[src/rtl/zfill_pkg.sv]
package zfill_pkg;
  typedef enum logic [1:0] {
    ZF_IDLE = 2'd0,
    ZF_PASS = 2'd1,
    ZF_PAD  = 2'd2
  } zf_state_e;
endpackage

[src/rtl/zfill_beat_cnt.sv]
module zfill_beat_cnt #(
  parameter int LEN_W = 8
) (
  input  logic             clk,
  input  logic             rst,
  input  logic             load,
  input  logic [LEN_W-1:0] load_val,
  input  logic             dec,
  output logic             at_final
);
  logic [LEN_W-1:0] remain_q;

  always_ff @(posedge clk) begin
    if (rst) remain_q <= '0;
    else if (load) remain_q <= load_val;
    else if (dec) remain_q <= remain_q - 1'b1;
  end

  assign at_final = (remain_q == {{(LEN_W-1){1'b0}}, 1'b1});


  cnt_nonzero_chk: assert property (@(posedge clk) disable iff (rst)
    dec |-> remain_q != '0);
endmodule

[src/rtl/zfill_ctrl.sv]
module zfill_ctrl
  import zfill_pkg::*;
(
  input  logic      clk,
  input  logic      rst,
  input  logic      req_valid,
  input  logic      req_nonzero,
  input  logic      req_final,
  input  logic      beat_fire,
  input  logic      in_last,
  input  logic      at_final,
  output zf_state_e state,
  output logic      load,
  output logic      final_flag
);
  zf_state_e state_q, state_d;
  logic flag_q;

  assign load = (state_q == ZF_IDLE) && req_valid && req_nonzero;

  always_comb begin
    state_d = state_q;
    unique case (state_q)
      ZF_IDLE: if (load) state_d = ZF_PASS;
      ZF_PASS: if (beat_fire) begin
        if (at_final) state_d = ZF_IDLE;
        else if (in_last) state_d = ZF_PAD;
      end
      ZF_PAD:  if (beat_fire && at_final) state_d = ZF_IDLE;
      default: state_d = ZF_IDLE;
    endcase
  end

  always_ff @(posedge clk) begin
    if (rst) begin
      state_q <= ZF_IDLE;
      flag_q  <= 1'b0;
    end else begin
      state_q <= state_d;
      if (load) flag_q <= req_final;
    end
  end

  assign state      = state_q;
  assign final_flag = flag_q;


  rst_idle_chk: assert property (@(posedge clk) disable iff (rst)
    $past(rst) |-> state_q == ZF_IDLE);

  last_on_final_chk: assert property (@(posedge clk) disable iff (rst)
    (state_q == ZF_PASS && beat_fire && at_final && in_last) |=> state_q == ZF_IDLE);

  pad_entry_chk: assert property (@(posedge clk) disable iff (rst)
    (state_q == ZF_PASS && beat_fire && !at_final && in_last) |=> state_q == ZF_PAD);
endmodule

[src/rtl/zfill_out_mux.sv]
module zfill_out_mux
  import zfill_pkg::*;
#(
  parameter int DATA_W = 16
) (
  input  zf_state_e         state,
  input  logic              in_valid,
  input  logic [DATA_W-1:0] in_data,
  input  logic              out_ready,
  output logic              in_ready,
  output logic              out_valid,
  output logic [DATA_W-1:0] out_data
);
  always_comb begin
    in_ready  = 1'b0;
    out_valid = 1'b0;
    out_data  = '0;
    unique case (state)
      ZF_PASS: begin
        in_ready  = out_ready;
        out_valid = in_valid;
        out_data  = in_data;
      end
      ZF_PAD:  out_valid = 1'b1;
      default: ;
    endcase
  end
endmodule

[src/rtl/zfill_stream_adapter.sv]
module zfill_stream_adapter
  import zfill_pkg::*;
#(
  parameter int DATA_W = 16,
  parameter int LEN_W  = 8
) (
  input  logic              clk,
  input  logic              rst,
  input  logic              req_valid,
  output logic              req_ready,
  input  logic [LEN_W-1:0]  req_len,
  input  logic              req_final,
  input  logic              in_valid,
  output logic              in_ready,
  input  logic [DATA_W-1:0] in_data,
  input  logic              in_last,
  output logic              out_valid,
  input  logic              out_ready,
  output logic [DATA_W-1:0] out_data,
  output logic              done_pulse,
  output logic              done_final
);
  zf_state_e cur_state;
  logic load, at_final, final_flag, beat_fire;

  assign beat_fire = out_valid && out_ready;
  assign req_ready = (cur_state == ZF_IDLE);

  zfill_ctrl ctrl_i (
    .clk         (clk),
    .rst         (rst),
    .req_valid   (req_valid),
    .req_nonzero (req_len != '0),
    .req_final   (req_final),
    .beat_fire   (beat_fire),
    .in_last     (in_last),
    .at_final    (at_final),
    .state       (cur_state),
    .load        (load),
    .final_flag  (final_flag)
  );

  zfill_beat_cnt #(.LEN_W(LEN_W)) cnt_i (
    .clk      (clk),
    .rst      (rst),
    .load     (load),
    .load_val (req_len),
    .dec      (beat_fire),
    .at_final (at_final)
  );

  zfill_out_mux #(.DATA_W(DATA_W)) mux_i (
    .state     (cur_state),
    .in_valid  (in_valid),
    .in_data   (in_data),
    .out_ready (out_ready),
    .in_ready  (in_ready),
    .out_valid (out_valid),
    .out_data  (out_data)
  );

  assign done_pulse = beat_fire && at_final;
  assign done_final = done_pulse && final_flag;


  pad_hold_chk: assert property (@(posedge clk) disable iff (rst)
    (cur_state == ZF_PAD) |-> !in_ready);

  pad_zero_chk: assert property (@(posedge clk) disable iff (rst)
    (out_valid && !in_valid) |-> out_data == '0);

  idle_quiet_chk: assert property (@(posedge clk) disable iff (rst)
    req_ready |-> (!out_valid && !in_ready));

  done_hs_chk: assert property (@(posedge clk) disable iff (rst)
    done_pulse |-> (out_valid && out_ready));

  done_ends_chk: assert property (@(posedge clk) disable iff (rst)
    done_pulse |=> req_ready);

  final_gate_chk: assert property (@(posedge clk) disable iff (rst)
    done_final |-> done_pulse);
endmodule

[config.mk]
export PLATFORM = sky130hd
export DESIGN_NAME = zfill_stream_adapter
export DESIGN_NICKNAME = d
export VERILOG_FILES = /design/src/rtl/zfill_pkg.sv /design/src/rtl/zfill_beat_cnt.sv /design/src/rtl/zfill_ctrl.sv /design/src/rtl/zfill_out_mux.sv /design/src/rtl/zfill_stream_adapter.sv
export SDC_FILE = /design/constraint.sdc
export NUM_CORES = 1
export LEC_CHECK = 0
export BUFFER_PORTS_ARGS = -buffer_cell sky130_fd_sc_hd__buf_2
export CAP_MARGIN = 5
export CORE_MARGIN = 10
export CORE_UTILIZATION = 30
export DETAILED_ROUTE_END_ITERATION = 7
export GPL_ROUTABILITY_DRIVEN = 0
export GPL_TIMING_DRIVEN = 0
export SLEW_MARGIN = 20
export SYNTH_ARGS = -nofsm -noshare
export SYNTH_HDL_FRONTEND = slang
export SYNTH_SLANG_ARGS = --single-unit
[constraint.sdc]
create_clock -name clk -period 2.25 [get_ports clk]
set_input_delay 0.1125 -clock clk [delete_from_list [all_inputs] [get_ports clk]]
set_output_delay 0.1125 -clock clk [all_outputs]
set_load 0.02 [all_outputs]
After elaboration in Yosys (flattened, before gate mapping)
Cells that the tools add are included.
{"block": "word_totals", "register_bits": 11, "in_bits": 31, "elab_cells": 31}
{"block": "classes", "addsub": 1, "n_eq_ne": 7, "muxes": 11, "n_reduce_logical": 9}
{"cell": "16-bit 2-to-1 mux", "count": 1}
{"cell": "8-bit 2-to-1 mux", "count": 2}
{"cell": "2-bit 2-to-1 mux", "count": 5}
{"cell": "8-bit by 1-bit == test with 1-bit output (second input constant)", "count": 1}
{"cell": "8-bit nonzero test", "count": 1}
{"cell": "8-bit by 1-bit subtractor with 8-bit output (second input constant)", "count": 1}
{"cell": "2-bit one-hot mux with 3 select lines", "count": 1}
{"cell": "1-bit logical AND", "count": 5}
{"cell": "2-bit by 1-bit inequality test with 1-bit output (second input constant)", "count": 2}
{"cell": "4-bit AND reduction", "count": 1}
{"cell": "3-bit by 2-bit inequality test with 1-bit output (second input constant)", "count": 1}
{"cell": "2-bit by 1-bit == test with 1-bit output (second input constant)", "count": 1}
{"cell": "2-bit == test (second input constant)", "count": 1}
{"cell": "2-bit logical NOT", "count": 1}
{"cell": "2-bit inequality test (second input constant)", "count": 1}
{"cell": "1-bit one-hot mux with 2 select lines", "count": 1}
{"cell": "2-bit nonzero test", "count": 1}
{"cell": "1-bit 2-to-1 mux", "count": 1}

Depth between registers and ports, before layout
{"block": "depth", "depth_word": 6, "mapped_depth": 7, "ltp_nobuf": 6}

By module
A second synthesis with hierarchy kept.
{"block": "hier_totals", "cells_unflattened": 102, "hier_area_um2": 828.3}
{"mod": "zfill_beat_cnt", "n_inst": 1, "cells_per_inst": 56, "area_each_um2": 473.0, "seq_area_each_um2": 160.2}
{"mod": "zfill_out_mux", "n_inst": 1, "cells_per_inst": 24, "area_each_um2": 175.2, "seq_area_each_um2": 0.0}
{"mod": "zfill_ctrl", "n_inst": 1, "cells_per_inst": 15, "area_each_um2": 136.4, "seq_area_each_um2": 60.1}
{"mod": "zfill_stream_adapter", "n_inst": 1, "cells_per_inst": 7, "area_each_um2": 43.8, "seq_area_each_um2": 0.0}

Worst setup path after synthesis
Ideal clock, no wire load.
{"block": "synth_timing", "kind": "reg2out", "from": "register ctrl_i.state_q[0] (netlist: ctrl_i.state[0])", "to": "output done_final", "arrival_time_ns": 1.798, "t_required_ns": 2.138, "setup_slack_ns": 0.340, "path_stages_with_launch": 8, "n_path_buf": 1, "cell_sequence": "dfxtp_1 -> inv_1 -> ha_1 -> and2_1 -> clkbuf_1 -> and2_1 -> and3_1 -> and2_1"}
{"block": "synth_between", "elab_chain_cells": 5, "word_cells_on_any_way": 6, "classes_between": "2 x eq/ne; 1 x mux; 3 x reduce/logical"}
{"item": "start: declaration", "line": "zfill_ctrl.sv:16", "rtl": "zf_state_e state_q, state_d;"}
{"item": "start signal: assignment", "line": "zfill_ctrl.sv:39", "rtl": "state_q <= state_d;"}
{"item": "2-bit == test / 2-bit by 1-bit == test with 1-bit output (equally long branches)", "line": "zfill_out_mux.sv:18", "rtl": "unique case (state)"}
{"item": "1-bit one-hot mux with 2 select lines *", "line": "zfill_out_mux.sv:18"}
{"item": "1-bit logical AND *", "line": "zfill_stream_adapter.sv:26", "rtl": "assign beat_fire = out_valid && out_ready;"}
{"item": "1-bit logical AND *", "line": "zfill_stream_adapter.sv:62", "rtl": "assign done_pulse = beat_fire && at_final;"}
{"item": "net done_pulse", "line": "zfill_stream_adapter.sv:20", "rtl": "output logic done_pulse,"}
{"item": "1-bit logical AND *", "line": "zfill_stream_adapter.sv:63", "rtl": "assign done_final = done_pulse && final_flag;"}
{"item": "end: declaration", "line": "zfill_stream_adapter.sv:21", "rtl": "output logic done_final"}
The timed path passes the listed nets; every way through them passes the cells marked *.

Final worst setup path
{"block": "layout_timing", "from": "register ctrl_i.state_q[0] (netlist: ctrl_i.state[0])", "to": "output done_final"}
{"block": "layout_between", "elab_chain_cells": 5, "word_cells_on_any_way": 6, "classes_between": "2 x eq/ne; 1 x mux; 3 x reduce/logical"}
{"item": "2-bit == test / 2-bit by 1-bit == test with 1-bit output (equally long branches)", "line": "zfill_out_mux.sv:18"}
{"item": "1-bit one-hot mux with 2 select lines *", "line": "zfill_out_mux.sv:18"}
{"item": "1-bit logical AND *", "line": "zfill_stream_adapter.sv:26"}
{"item": "1-bit logical AND *", "line": "zfill_stream_adapter.sv:62"}
{"item": "1-bit logical AND *", "line": "zfill_stream_adapter.sv:63"}
Every way passes the cells marked *; elsewhere a longest branch is shown, timed or not.

==> impl_metrics.csv <==
group,metric,value,unit
global_route,grt.met2_usage,0.1619,
routing,wl_per_cell,14.14,um
synthesis,synth_xor_area_frac,0.05785,
cells_and_area,antennaDiodeCount,0,
placement,hpwl,2309,um
critical_path,cp.arrival,1990,ps
floorplanning,rows,19,
placement,portBuffers,50,
sta,finalCritPeriodShare,0.9358,
synthesis,syn_nets,143,
floorplanning,initial_utilization,0.3211,
cells_and_area,multiInputGateArea,636.9,um2
synthesis,synth_simple_gate_area_frac,0.3416,
global_route,grt.busiest_layer,"met2",
synthesis,synth_top_family_by_area,"simple AND/OR/NAND/NOR gates",
synthesis,synth_top_flop_cell,"dfxtp_1",
cells_and_area,register_area,220.2,um2
critical_path,endpoint_kind,"output port",
cells_and_area,syn2layout_area_growth,34.57,%
critical_path,reg2reg_depth,6,
global_route,antenna_found_initial,0,
sta,maxSlewViolCount,0,
synthesis,synth_compound_area_frac,0.1956,
global_route,grt-ovfl-total,0,
routing,drt-initial-drc-count,35,
synthesis,synth_top_area_share,0.2424,
clock_tree,cts_root_buf,"clkbuf_4",
clock_tree,cts_made_buffers,3,
cells_and_area,nNetsFinal,197,
job,cap_violations,0,
hold_path,hold_depth,3,
sta,max_freq,475.0,MHz
critical_path,required,2140,ps
routing,drt_pass1_iterations,4,
global_route,use_met1,0.1016,
clock_tree,hold_buffers,0,
critical_path,crit_type,"reg -> out",
clock_tree,clkSinkCount,11,
floorplanning,boundaryPins,52,
power,finalPower,1.308,mW
synthesis,yosysMostFrequentCell,"and2_1",
sta,fin_tns_setup,0,ps
global_route,grt_usage,0.09188,
floorplanning,die_y,75.03,um
clock_tree,clkTransAtPathRegs,70,ps
floorplanning,fp.dieArea,5629,um2
floorplanning,core_area,2829,um2
synthesis,synth_cell_types,34,
global_route,grt_pass1_vias,961,
synthesis,synthCells,106,
routing,vias,958,
sta,maxSlewHeadroom,0.6444,
critical_path,cp-start-kind,"register",
synthesis,synth_seq_cells,11,
synthesis,synth_common_cells,"and2_1, dfxtp_1, nor2_1",
power,ir_drop,0.4321,mV
sta,setup_viol_count_final,0,
synthesis,synthTopCellsByArea,"dfxtp_1, and2_1, ha_1",
clock_tree,cts_max_level,1,
clock_tree,cts_tree,"yes",
synthesis,seq_area_frac_synth,0.2424,
sta,rsz0062_at_grt,"false",
clock_tree,post_cts.repair.setup_buffers,0,
routing,drc,0,
routing,vias_per_cell,5.042,
clock_tree,clk_path_buf_depth,2,
critical_path,worstPathMaxFanout,9,
placement,dp.cells,187,
cells_and_area,fillers,292,
routing,wl,2687,um
sta,fin_crit,2105,ps
global_route,grt_pass1_wl,4264,um
sta,clock_skew,4.758,ps
synthesis,avgSynthCellArea,8.570,um2
cells_and_area,final_util,0.4321,
synthesis,ys_warn_count,0,
power,p_per_area,1070,nW/um2
floorplanning,die_w,75.03,um
synthesis,synthArstFlopShare,0,
synthesis,synth_edf_count,0,
power,total_leakage_power,0.6075,nW
global_route,grt_max_degree,11,
synthesis,synth_top_area_cell,"dfxtp_1",
routing,drtAntennaViolNets,0,
synthesis,synthMuxAreaShare,0.02204,
clock_tree,clk_latency,270,ps
outcome,status,"complete, no violations",
global_route,use_met3,0.04074,
cells_and_area,fin_cells,190,
sta,finalHoldViolations,0,
synthesis,synthAdderAreaFrac,0.08264,
synthesis,synth.cell_area,908.4,um2
cells_and_area,drive_above_1_share,0.4025,
sta,worst_pin_slew,533.4,ps
hold_path,min_path_type,"in -> reg",
what timing repair did:
| action | in CTS | in global routing |
|---|---|---|
| endpoints found under the setup margin | 1 | 1 |
| endpoints found under the hold margin | 0 | 0 |
| resized for setup | 0 | 1 |
placed cells by master (no fill, tap or decap), types with 3 or more instances in the layout:
cell type,n
nor2_1,10
clkbuf_1,3
buf_2,50
xor2_1,5
a211oi_1,4
nand4_1,4
dfxtp_1,11
nand3_1,5
ha_1,6
and2_1,20
clkbuf_4,3
inv_1,6
flip-flops by register name (all words and copies together) (netlist names):
| signal | flops |
|---|---|
| ctrl_i.final_flag | 1 |
| ctrl_i.state | 2 |
| cnt_i.remain_q | 8 |
stage by stage:
step | setup WS, ps | hold slack, ps | cell area [um2]
2_1_floorplan | 339.5 | 256.4 | 908.4
3_3_place_gp | 220.1 | 345.9 | 1197
3_5_place_dp | 162.2 | 359.2 | 1197
4_1_cts | 21.91 | 75.27 | 1221
5_1_grt | 10.96 | 127.6 | 1222
6_report | 144.5 | 79.54 | 1222
where the power goes:
group,internal (mW),switching [mW]
clock network,0.0658,0.0737
logic,0.352,0.505
registers,0.252,0.0594
final cells by class:
type                       count  area share
sequential                    11      0.1801
inverter                       6     0.01842
multi-input combinational     84      0.5210
clock inverter                 1    0.004094
tap                           31     0.03173
clock buffer                   3     0.01842
buffer                         4     0.02149
timing repair buffer          50      0.2047
critical path: stages, from the launching register on:
cell	delay (ps)
dfxtp_1	360
inv_1	90
ha_1	330
and2_2	240
and2_1	210
and3_1	180
and2_1	160
buf_2	150
per-layer routing:
metal | up-vias | wire [um]
met2 | 50 | 1134
met4 | 0 | 0
met1 | 426 | 1127
li1 | 482 | -
met3 | 0 | 425
met5 | - | 0
logic make-up (layout without fill, tap and decap cells):
| kind of cell | count (synthesis) | count (layout) |
|---|---|---|
| flip-flops | 11 | 11 |
| AND/OR/NAND/NOR | 51 | 51 |
| multiplexers | 2 | 2 |
| AO/OA/AOI/OAI | 19 | 19 |
| buffers and inverters | 11 | 64 |
| XOR/XNOR | 6 | 6 |
| adder cells (fa/ha/maj) | 6 | 6 |
worst paths after layout:
kind                                           to             from  slack [ps]
worst max-delay path                   done_final  ctrl_i.state[0]         140
worst max register to register    ctrl_i.state[0]  ctrl_i.state[1]         380
worst min register to register    ctrl_i.state[0]  ctrl_i.state[0]         500
worst min-delay path            ctrl_i.final_flag        req_final          80
Power figures use the tool's default switching activity.
